--- src/rtl/irq_status_pkg.sv ---
package irq_status_pkg;
  localparam int ST_W    = 8;
  localparam int B_OT    = 0;
  localparam int B_PRES1 = 2;
  localparam int B_PRES2 = 3;
  localparam int B_SUP   = 4;
  localparam int B_FLT1  = 5;
  localparam int B_FLT2  = 6;
  localparam int B_AUX   = 7;
  // bits that always drive the interrupt and always clear on read
  localparam logic [ST_W-1:0] IRQ_MASK   = 8'h6D;
  // bits whose set condition forces emergency deactivation
  localparam logic [ST_W-1:0] EMERG_MASK = 8'h7D;
  localparam logic [ST_W-1:0] ST_RST     = 8'h10;
endpackage

--- src/rtl/level_change_det.sv ---
module level_change_det #(
  parameter int W = 3
) (
  input  logic         clk_i,
  input  logic         rst_ni,
  input  logic [W-1:0] lvl_i,
  output logic [W-1:0] chg_o
);
  logic [W-1:0] prev_q;
  logic         armed_q;

  always_ff @(posedge clk_i or negedge rst_ni) begin
    if (!rst_ni) begin
      prev_q  <= '0;
      armed_q <= 1'b0;
    end else begin
      prev_q  <= lvl_i;
      armed_q <= 1'b1;
    end
  end

  // first cycle after reset only captures the level
  for (genvar i = 0; i < W; i++) begin : g_det
    assign chg_o[i] = armed_q & (lvl_i[i] ^ prev_q[i]);
  end
endmodule

--- src/rtl/sticky_bank.sv ---
module sticky_bank #(
  parameter int          W       = 8,
  parameter logic [W-1:0] RST_VAL = '0
) (
  input  logic         clk_i,
  input  logic         rst_ni,
  input  logic [W-1:0] set_i,
  input  logic [W-1:0] clr_i,
  output logic [W-1:0] q_o
);
  logic [W-1:0] q;

  for (genvar i = 0; i < W; i++) begin : g_bit
    always_ff @(posedge clk_i or negedge rst_ni) begin
      if (!rst_ni) q[i] <= RST_VAL[i];
      else         q[i] <= set_i[i] | (q[i] & ~clr_i[i]); // set wins
    end
  end

  assign q_o = q;
endmodule

--- src/rtl/read_gap_mon.sv ---
module read_gap_mon #(
  parameter int GAP_CYC = 200
) (
  input  logic clk_i,
  input  logic rst_ni,
  input  logic rd_i,
  input  logic wr_i,
  output logic err_o
);
  localparam int CW = $clog2(GAP_CYC + 1);
  localparam logic [CW-1:0] GAP = CW'(GAP_CYC);

  logic [CW-1:0] cnt_q;
  logic          armed_q;
  logic          err_q;
  logic          viol;

  assign viol = armed_q & (rd_i | wr_i) & (cnt_q < GAP);

  always_ff @(posedge clk_i or negedge rst_ni) begin
    if (!rst_ni) begin
      cnt_q   <= '0;
      armed_q <= 1'b0;
      err_q   <= 1'b0;
    end else begin
      err_q <= viol;
      if (rd_i) begin
        cnt_q   <= CW'(1);
        armed_q <= 1'b1;
      end else if (cnt_q < GAP) begin
        cnt_q <= cnt_q + CW'(1);
      end
    end
  end

  assign err_o = err_q;
endmodule

--- src/rtl/irq_status_latch.sv ---
module irq_status_latch
  import irq_status_pkg::*;
#(
  parameter int GAP_CYC = 200
) (
  input  logic            clk_i,
  input  logic            rst_ni,
  input  logic            c1_vcc_flt_i,
  input  logic            c1_rst_flt_i,
  input  logic            c2_vcc_flt_i,
  input  logic            c2_rst_flt_i,
  input  logic            pres1_i,
  input  logic            pres2_i,
  input  logic            overheat_i,
  input  logic            supply_drop_i,
  input  logic            alarm_i,
  input  logic            aux_i,
  input  logic            aux_irq_dis_i,
  input  logic            rd_stb_i,
  input  logic            act_wr_i,
  output logic [ST_W-1:0] status_o,
  output logic            irq_no,
  output logic            start_clr_o,
  output logic            timing_err_o
);
  logic [2:0]      chg;
  logic [ST_W-1:0] set_v;
  logic [ST_W-1:0] clr_v;
  logic [ST_W-1:0] st_q;
  logic            start_clr_q;

  level_change_det #(.W(3)) u_chg (
    .clk_i  (clk_i),
    .rst_ni (rst_ni),
    .lvl_i  ({aux_i, pres2_i, pres1_i}),
    .chg_o  (chg)
  );

  always_comb begin
    set_v          = '0;
    set_v[B_OT]    = overheat_i;
    set_v[B_PRES1] = chg[0];
    set_v[B_PRES2] = chg[1];
    set_v[B_SUP]   = supply_drop_i;
    set_v[B_FLT1]  = c1_vcc_flt_i | c1_rst_flt_i;
    set_v[B_FLT2]  = c2_vcc_flt_i | c2_rst_flt_i;
    set_v[B_AUX]   = chg[2];
  end

  always_comb begin
    clr_v = '0;
    if (rd_stb_i) begin
      clr_v        = IRQ_MASK;
      clr_v[B_SUP] = ~alarm_i;
      clr_v[B_AUX] = ~aux_irq_dis_i;
    end
  end

  sticky_bank #(.W(ST_W), .RST_VAL(ST_RST)) u_bank (
    .clk_i  (clk_i),
    .rst_ni (rst_ni),
    .set_i  (set_v),
    .clr_i  (clr_v),
    .q_o    (st_q)
  );

  always_ff @(posedge clk_i or negedge rst_ni) begin
    if (!rst_ni) start_clr_q <= 1'b0;
    else         start_clr_q <= |(set_v & EMERG_MASK);
  end

  read_gap_mon #(.GAP_CYC(GAP_CYC)) u_gap (
    .clk_i  (clk_i),
    .rst_ni (rst_ni),
    .rd_i   (rd_stb_i),
    .wr_i   (act_wr_i),
    .err_o  (timing_err_o)
  );

  assign status_o    = st_q;
  assign start_clr_o = start_clr_q;
  assign irq_no      = ~((|(st_q & IRQ_MASK)) | (st_q[B_AUX] & ~aux_irq_dis_i) | alarm_i);
endmodule

--- config.mk ---
export PLATFORM = sky130hd
export DESIGN_NAME = irq_status_latch
export DESIGN_NICKNAME = d
export VERILOG_FILES = /design/src/rtl/irq_status_pkg.sv /design/src/rtl/level_change_det.sv /design/src/rtl/sticky_bank.sv /design/src/rtl/read_gap_mon.sv /design/src/rtl/irq_status_latch.sv
export SDC_FILE = /design/constraint.sdc
export NUM_CORES = 1
export LEC_CHECK = 0
export ABC_CLOCK_PERIOD_IN_PS = 2800
export CORE_MARGIN = 2
export CORE_UTILIZATION = 34
export CTS_CLUSTER_SIZE = 16
export DETAILED_ROUTE_END_ITERATION = 6
export DONT_BUFFER_PORTS = 1
export GPL_TIMING_DRIVEN = 0
export MAX_ROUTING_LAYER = met4
export PLACE_DENSITY = 0.5
export RECOVER_POWER = 50
export SLEW_MARGIN = 0
export SYNTH_ARGS = -nofsm -noshare
export SYNTH_HDL_FRONTEND = slang
export SYNTH_SLANG_ARGS = --single-unit
--- constraint.sdc ---
create_clock -name clk_i -period 2.8 [get_ports clk_i]
set_input_delay 0.14 -clock clk_i [delete_from_list [all_inputs] [get_ports clk_i]]
set_output_delay 0.14 -clock clk_i [all_outputs]
set_load 0.005 [all_outputs]
## Yosys cells after proc, flatten, opt, wreduce, memory -nomap -nowiden

Cells that the tools add are included.

- Bits in latches: 0
- Bits in read-only memories: 0
- Memories kept: 0
- Bits in registers: 23
- RAM bits: 0

- Divide/modulo/power cells: 0
- Equality and inequality tests: 0
- Order comparisons: 1
- Muxes and demuxes: 3
- $mul: 0
- Bitwise operators: 40
- Add/sub/neg operators: 1
- Reductions and logical operators: 3
- Shifts and indexed selects: 0

Operator list:

| cell | count |
|---|---|
| 8-bit two-way mux | 3 |
| 1-bit AND | 14 |
| 1-bit bitwise OR | 12 |
| 1-bit inverter | 11 |
| 8-bit by 1-bit adder with 8-bit output (second input constant) | 1 |
| 8-bit less-than comparator (second input constant) | 1 |
| 6-bit OR reduction | 1 |
| 5-bit OR reduction | 1 |
| 1-bit XOR | 3 |
| 2-bit nonzero test | 1 |

## Logic depth before layout (Yosys ltp)

Gate-level depths: netlist (run 1).

- Depth after elaboration: 5
- Gate-level depth with buffers: 4
- Gate-level depth less buffers: 4

## By module

Synthesis (run 1) repeated with hierarchy kept, for this count alone.

- Cell total of the unflattened synthesis: 90
- Area, all modules: 1023.5 µm²

Modules (own cells, without submodules):

| module | instances | area each (µm²) | cells each |
|---|---|---|---|
| read_gap_mon | 1 | 489.2 | 44 |
| sticky_bank | 1 | 291.5 | 24 |
| level_change_det | 1 | 148.9 | 11 |
| irq_status_latch | 1 | 93.8 | 11 |

## Worst setup path after synthesis (run 1)

No wires, ideal clock.

- Kind: register to output
- From: register u_bank.q[3] (netlist: u_bank.q_o[3])
- To: output port irq_no
- Path buffers: 0
- Path slack: 1.436 ns
- Cell stages (with the launch flop): 3
- Arrival time: 1.224 ns
- Cell sequence: dfrtp_1 or4_1 a2111oi_2

- Longest elaborated chain between the ends: 4

Ends and longest elaborated chain:

| item | line | text |
|---|---|---|
| start, declared | sticky_bank.sv:11 | `logic [W-1:0] q;` |
| start signal, assigned by index | sticky_bank.sv:15 | `if (!rst_ni) q[i] <= RST_VAL[i];` |
| start signal, assigned by index | sticky_bank.sv:16 | `else q[i] <= set_i[i] \| (q[i] & ~clr_i[i]);` |
| 5-bit OR reduction | irq_status_latch.sv:82 | `assign irq_no = ~((\|(st_q & IRQ_MASK)) \| (st_q[B_AUX] & ~aux_irq_dis_i) \| alarm_i);` |
| 1-bit bitwise OR (2 in series) | irq_status_latch.sv:82 |  |
| 1-bit inverter | irq_status_latch.sv:82 |  |
| end, declared | irq_status_latch.sv:22 | `output logic irq_no,` |

No other way between the ends.

## Worst setup path after layout (run 1)

Same ends and word-level chain as after synthesis.

==> impl_results.md, run 1 <==
- Post-cts resize count: 0
- Clk slew on worst S/H paths: 130 ps
- Worst Tran Pin Value: 997 ps
- Fin crit share: 0.639
- Flops & latches, synth: 22
- Die H: 56.5 um
- Filler cells: 263
- Vias: 666
- Setup TNS: 0 ps
- Peak Freq: 0.559 GHz
- EDFF count, synth: 0
- Syn Area/Cell: 11.2 sq um
- Sequential fraction of the synthesis area: 0.588
- Overflow after GRT: 0
- Drt pass-1 iters: 4
- Synth top area cells: dfrtp_1, o21ai_0, nand2_1
- First-pass GRT wire length: 3.09 mm
- Combinational share of power: 0.084
- Post-route ant nets: 0
- Max_cap viols: 0
- Nets: 119
- Yosys cell types: 30
- Placement Cell Area: 977 sq um
- Share of cells above drive strength 1: 0.0784
- RSZ-0062 raised after global routing: no
- CTS Buf Count: 3
- Most instantiated cells after synthesis: dfrtp_1, nand2_1, o21ai_0
- # Post-CTS Setup Buffers: 0
- CP Launch Type: register
- Hpwl dp: 1.19 mm
- Outcome: complete, no violations
- Tot GR Track Use: 0.132
- Hold Vio Cnt, Final: 0
- # clock sinks: 22
- DRC viols: 0
- Lkg Pwr: 0.000480 uW
- Count leader, synth: dfrtp_1
- Slew Viols, Final: 0
- Htree depth: 1
- IO Pins: 26
- CTS tree: built
- Asr flop ratio synth: 1.00
- Syn_nets: 100
- Wire per inst: 13.7 um
- Share of the synthesized area in the top cell type: 0.560
- Cell taking the most area after synthesis: dfrtp_1
- Clock skew: 4.82 ps
- Hold Crit Class: in -> reg
- Pre-CTS setup slack: 1370 ps
- DR iter-0 viols: 13
- ANT cells: 0
- Final setup vio count: 0
- IO Port Bufs: 0
- Ys Warns: 0
- Final min period: 1790 ps
- Max clock buf depth: 2
- Clk_lat worst skew: 310 ps
- Vias in the first global route: 696
- Headroom to the max-slew limit: 0.333
- Setup ws final: 1010 ps
- Routability Congestion: 0.750
- Area growth syn-to-layout: 23.5%
- Worst VDD drop: 0.358 mV
- Cell area after layout: 1160 sq um
- Cell Area, Synth: 938 sq um
- Initial antenna violation count: 0
- Clk network pwr share: 0.376
- Crit path required time: 2660 ps
- CTS Hold Buffers Added: 14
- FP Rows: 19
- Worst Setup End Kind: primary output
- Die area: 3200 sq um
- Flop pwr share: 0.540
- Sw frac: 0.220
- Critical Path Fanout Max: 3
- Core area: 2690 sq um
- Post-synthesis cell count: 84
- Die Width: 56.5 um
- Critical path type: reg -> out
- Largest net degree at the start of global routing: 23
- Tot Pwr: 652 uW
- Main synth FF type: dfrtp_1
- Cell-internal power: 509 uW
- Worst EP arrival: 1650 ps
- Drt via density: 5.01
- Net Switching: 143 uW
- WL final: 1.82 mm
- Pwr per Cell Area: 563 nW/um^2
- Starting Density: 0.349
- CTS root buf: clkbuf_4
==> power groups by stage <==
| stage | logic [uW] | clock network (uW) | registers, uW |
|---|---|---|---|
| 3_5_place_dp | 34.1 | 0 | 359 |
| 4_1_cts | 55.9 | 251 | 353 |
| 3_3_place_gp | 33.1 | 0 | 359 |
| 2_1_floorplan | 28.6 | 0 | 355 |
| 6_report | 55.0 | 245 | 352 |
| 5_1_grt | 63.8 | 269 | 355 |
==> per-stage QoR <==
stage                      util  hold slack (ps)  instances
after floorplan               -             -156         84
after global placement    0.364             -155        115
after detailed placement  0.364             -155        115
after CTS                 0.435             52.1        133
after global routing      0.431             52.5        133
final                     0.431             53.8        133
==> placed cells by master (no fill, tap or decap), drive strengths merged, types with 2 or more instances in the layout <==
cell	instances
a21o	2
a21oi	5
a22o	2
clkbuf	4
conb	2
dfrtp	21
dlygate4sd3	14
inv	5
nand2	8
nand3	4
nor2	3
o21ai	8
or3	3
or4	2
xor2	3
==> critical path: stages (launching register included) <==
cell and delay, ps:
dfrtp_1 440, or4_1 560, a2111oi_2 350
==> kinds of logic after synthesis <==
logic type      count (synthesis)  share of synthesized area
compound gates                 23                      0.183
xor+xnor                        4                     0.0373
fa+ha+maj                       1                     0.0133
buf+inv                         7                     0.0320
flops                          22                      0.588
mux                             1                     0.0107
other cells                     2                    0.00800
simple gates                   24                      0.128
==> final timing paths <==
| path | from | to | slack (ps) | depth (start not counted) |
|---|---|---|---|---|
| setup / recovery | u_bank.q_o[3] | irq_no | 1010 | 2 |
| hold / removal | rd_stb_i | u_gap.cnt_q[0] | 50 | 2 |
| setup reg to reg | u_chg.prev_q[0] | start_clr_o | 1270 | 4 |
| hold reg to reg | u_gap.armed_q | u_gap.armed_q | 480 | 1 |
| max in group asynchronous | rst_ni | u_bank.q_o[2] | 1770 | 1 |
| min in group asynchronous | rst_ni | u_gap.cnt_q[5] | 430 | 1 |
==> layout make-up <==
cell class | instances | area (sq um) | area share
tap | 31 | 38.8 | 0.0335
inverter | 5 | 18.8 | 0.0162
clock buffer | 3 | 22.5 | 0.0194
buffer | 2 | 11.3 | 0.00972
timing repair buffer | 14 | 140 | 0.121
multi-input combinational | 55 | 345 | 0.298
sequential | 22 | 552 | 0.476
clock inverter | 1 | 30.0 | 0.0259
==> state kept, by name (all words and copies together) (netlist names) <==
register,flops
u_chg.armed_q,1
u_gap.cnt_q,8
u_gap.err_o,1
u_chg.prev_q,3
u_bank.q_o,7
start_clr_o,1
u_gap.armed_q,1
==> metal layers <==
layer	GRT usage	vias to the layer above	wire length [um]
met1	0.172	328	833
met2	0.194	9	913
met4	0.0612	0	13
li1	-	327	-
met5	-	-	0
met3	0.0300	2	58
No activity file was read; power rests on OpenSTA's default activity.
==> run 2: changes to the inputs <==
ABC_CLOCK_PERIOD_IN_PS = 1700   (was 2800)
clock period = 1.7 ns   (was 2.8 ns; I/O delays follow)
==> impl_results.md, run 2 (synthesis results as in run 1) <==
- Outcome: complete, no violations
- Headroom to the max-slew limit: 0.330
- Tot GR Track Use: 0.138
- Most common cell after layout, fill and taps aside: dfrtp_1
- Share of cells above drive strength 1: 0.0971
- Crit path required time: 1620 ps
- Worst Setup End Kind: primary output
- Hold Crit Class: in -> reg
- Max clock buf depth: 2
- Wire per inst: 14.3 um
- Tot Pwr: 1090 uW
- Post-route ant nets: 0
- Die Width: 56.5 um
- Flop pwr share: 0.539
- Combinational share of power: 0.088
- Clock skew: 2.46 ps
- Hpwl dp: 1.19 mm
- Critical path type: reg -> out
- Final min period: 1640 ps
- Worst Tran Pin Value: 1000 ps
- Post-route core utilization: 0.441
- Routability Congestion: 0.750
- Cell Chain, Critical Path: or4_4 -> a2111oi_4
- Overflow after GRT: 0
- Worst VDD drop: 0.597 mV
- RSZ-0062 raised after global routing: yes
- First-pass GRT wire length: 3.22 mm
- CTS tree: built
- Critical Path Fanout Max: 3
- Reg2reg setup slack: 250 ps
- Starting Density: 0.349
- Met3 global-route usage: 0.0300
- Worst EP arrival: 1550 ps
- Max_cap viols: 0
- Layout Cells excl Fill: 134
- FP Rows: 19
- Clk_lat worst skew: 310 ps
- CP bufs+invs: 0
- Peak Freq: 0.610 GHz
- Vias in the first global route: 699
- CTS root buf: clkbuf_4
- Nets: 120
- Placement Cell Area: 977 sq um
- Clk network pwr share: 0.373
- Clk slew on worst S/H paths: 130 ps
- M1 GR Usage: 0.181
- DP Cell Count: 115
- Final setup vio count: 0
- Cell area after layout: 1180 sq um
- Max reg flops: 8
- Drt pass-1 iters: 4
- Hold Vio Cnt, Final: 0
- Gr busiest metal: met2
- Fin crit share: 0.964
- Largest Register: u_gap.cnt_q
- Most frequent cells in the layout: dfrtp_1, dlygate4sd3_1, o21ai_0, nand2_1, inv_1
- Die area: 3200 sq um
- # clock sinks: 22
- IO Port Bufs: 0
- DRC viols: 0
- Drt via density: 5.11
- Pwr per Cell Area: 916 nW/um^2
- Die H: 56.5 um
- Slew Viols, Final: 0
- Vias: 685
- Cell-internal power: 842 uW
- WL final: 1.92 mm
- Critical path's top delay family: simple AND/OR/NAND/NOR gates
- ANT cells: 0
- Initial antenna violation count: 0
- IO Pins: 26
- Met2 Track Usage GR: 0.201
- DR iter-0 viols: 18
- Sw frac: 0.225
- Largest net degree at the start of global routing: 23
- Crit-path slowest cell: or4_4
- Lkg Pwr: 0.000490 uW
- Htree depth: 1
- CP Launch Type: register
- Crit-path max cell delay: 570 ps
- Net Switching: 244 uW
- CTS Buf Count: 3
- Core area: 2690 sq um
- Area growth syn-to-layout: 26.3%
==> run 2: changes by cell type in the layout (fill, tap and decap cells not counted), sizes merged <==
cell and change:
dlygate4sd3 +1
==> run 2: worst register-to-register path, stage by stage, from the launching register on <==
cell and delay, ps:
dfrtp_1 470, o311a_1 440, or3_1 370, a21oi_2 110
==> run 2: power groups by stage <==
stage	logic [uW]	registers (uW)	clock network [uW]
2_1_floorplan	47.1	584	0
3_3_place_gp	54.6	591	0
3_5_place_dp	56.1	591	0
4_1_cts	96.5	584	413
5_1_grt	110	589	443
6_report	95.9	584	405
==> run 2: final timing paths <==
path | start | to | cells after the start
min reg2reg | u_gap.armed_q | u_gap.armed_q | 1
min | pres1_i | u_bank.q_o[2] | 2
max | u_bank.q_o[3] | irq_no | 2
max reg2reg | u_gap.cnt_q[3] | u_gap.cnt_q[3] | 3
max in group asynchronous | rst_ni | u_bank.q_o[2] | 1
min in group asynchronous | rst_ni | u_gap.cnt_q[5] | 1
==> run 2: routing by layer <==
layer  vias to the layer above  wire [um]
met5                         -          0
met4                         0         31
met3                         4         67
met2                        17        936
met1                       333        882
li1                        331          -
==> run 2: layout make-up <==
type | instances | area, sq um
Buffer | 2 | 11.3
Multi-Input combinational cell | 55 | 362
Sequential cell | 22 | 552
Inverter | 5 | 18.8
Timing Repair Buffer | 15 | 150
Tap cell | 31 | 38.8
Fill cell | 260 | 1500
Clock buffer | 3 | 22.5
Clock inverter | 1 | 30.0
==> run 2: per-stage QoR <==
step | worst slack [ps] | hold WS (ps) | TNS, ps
global placement | 297 | -210 | 0
detailed placement | 291 | -210 | 0
finish | 60.8 | 24.9 | 0
global route | -5.00 | 12.4 | -5.00
CTS | 73.9 | 14.1 | 0
floorplan | 365 | -211 | 0
==> run 2: repair_timing <==
item,4_1_cts,5_1_grt
setup endpoints to repair,1,1
gates resized for setup,2,0
setup buffers,0,0
hold buffers,15,0
endpoints found under the hold margin,33,0
pin swaps,1,0
==> run 3: changes to the inputs <==
RECOVER_POWER = not set   (was 50)
==> impl_results.md, run 3 (synthesis results as in run 1) <==
- Outcome: complete, no violations
- Share of cells above drive strength 1: 0.107
- Worst R2R Start: u_gap.cnt_q[3]
- Worst Tran Pin Value: 999 ps
- DR iter-0 viols: 15
- Post-route ant nets: 0
- CTS tree: built
- Most frequent cells in the layout: dfrtp_1, dlygate4sd3_1, o21ai_0, nand2_1, inv_1
- Max reg flops: 8
- Worst EP arrival: 1550 ps
- Slew Viols, Final: 0
- First-pass GRT wire length: 3.22 mm
- Drt via density: 5.04
- CP Launch Type: register
- Overflow after GRT: 0
- Die H: 56.5 um
- Hold endpoint: u_bank.q_o[2]
- Multi-input gate area: 373 sq um
- Vias in the first global route: 699
- Crit path required time: 1620 ps
- Peak Freq: 0.610 GHz
- Core area: 2690 sq um
- Largest Register: u_gap.cnt_q
- # Post-CTS Setup Buffers: 0
- Clock skew: 2.76 ps
- CTS Buf Count: 3
- ANT cells: 0
- Placement Cell Area: 977 sq um
- Die Width: 56.5 um
- Layout Cells excl Fill: 134
- Tot GR Track Use: 0.138
- Reg2Reg Depth: 3
- Worst Setup End Kind: primary output
- FF+latch area: 552 sq um
- Area growth syn-to-layout: 27.5%
- WL final: 1.90 mm
- Wire per inst: 14.2 um
- Filler cells: 259
- Initial antenna violation count: 0
- IO Pins: 26
- Final setup vio count: 0
- Tot Pwr: 1090 uW
- Fin crit share: 0.964
- Vias: 675
- Lkg Pwr: 0.000485 uW
- Most common cell after layout, fill and taps aside: dfrtp_1
- Hold depth: 2
- Largest net degree at the start of global routing: 23
- Hpwl dp: 1.19 mm
- RSZ-0062 raised after global routing: yes
- Max clock buf depth: 2
- Clk slew on worst S/H paths: 130 ps
- Worst VDD drop: 0.597 mV
- DRC viols: 0
- Headroom to the max-slew limit: 0.332
- R2R Path End: u_gap.cnt_q[0]
- Cell area after layout: 1200 sq um
- Clk_lat worst skew: 310 ps
- Die area: 3200 sq um
- Hold path start: pres1_i
- Drt pass-1 iters: 4
- Hold Vio Cnt, Final: 0
- Final min period: 1640 ps
- # clock sinks: 22
- Nets: 120
- DP Cell Count: 115
- Hold Crit Class: in -> reg
- Critical Path Fanout Max: 3
- Htree depth: 1
- Critical path type: reg -> out
- Max_cap viols: 0
- Starting Density: 0.349
- Reg2reg setup slack: 260 ps
- Routability Congestion: 0.750
- IO Port Bufs: 0
- FP Rows: 19
- Pwr per Cell Area: 908 nW/um^2
- CTS root buf: clkbuf_4
==> run 3: repair_timing <==
action / in CTS / in global routing
hold endpoints to repair: 33 / 0
gates resized for setup: 2 / 0
endpoints found under the setup margin: 1 / 1
hold buffers: 15 / 0
pin swaps: 1 / 0
==> run 3: critical path, stage by stage, from the launching register on <==
cell and delay (ps):
dfrtp_1 440, or4_4 570, a2111oi_4 240
==> run 3: layout make-up <==
class                   instances  share of cell area
multi-input cells              55               0.312
repair buffers                 15               0.126
plain buffers                   2             0.00941
well taps                      31              0.0324
flip-flops and latches         22               0.461
clock inverters                 1              0.0251
clock buffers                   3              0.0188
inverters                       5              0.0157
==> run 3: how the worst max path moves through the flow <==
stage	start	endpoint	slack [ps]
2_1_floorplan	u_gap.cnt_q[3]	u_gap.cnt_q[3]	360
3_3_place_gp	u_gap.cnt_q[3]	u_gap.cnt_q[0]	300
3_5_place_dp	u_gap.cnt_q[3]	u_gap.cnt_q[0]	290
4_1_cts	u_bank.q_o[3]	irq_no	70
5_1_grt	u_bank.q_o[3]	irq_no	-5
6_report	u_bank.q_o[3]	irq_no	60
==> run 3: stage by stage <==
stage                     setup slack [ps]  hold slack (ps)  setup TNS (ps)   util
final                                 60.7             24.8               0  0.445
after global routing                 -5.00             12.4           -5.00  0.445
after CTS                             73.9             14.1               0  0.445
after detailed placement               291             -210               0  0.364
after global placement                 297             -210               0  0.364
after floorplan                        365             -211               0      -
==> run 3: report_power, final <==
group	total, uW	internal, uW	switching [uW]
Sequential	585	553	31.5
Combinational	95.8	50.5	45.4
Clock	405	238	167
Total	1090	842	244
==> run 3: per-layer routing <==
metal,up-vias,share of wire,track usage
met2,11,0.48,0.201
met4,0,0.016,0.0714
met5,-,0,-
met1,328,0.47,0.181
met3,4,0.031,0.0300
li1,332,-,-
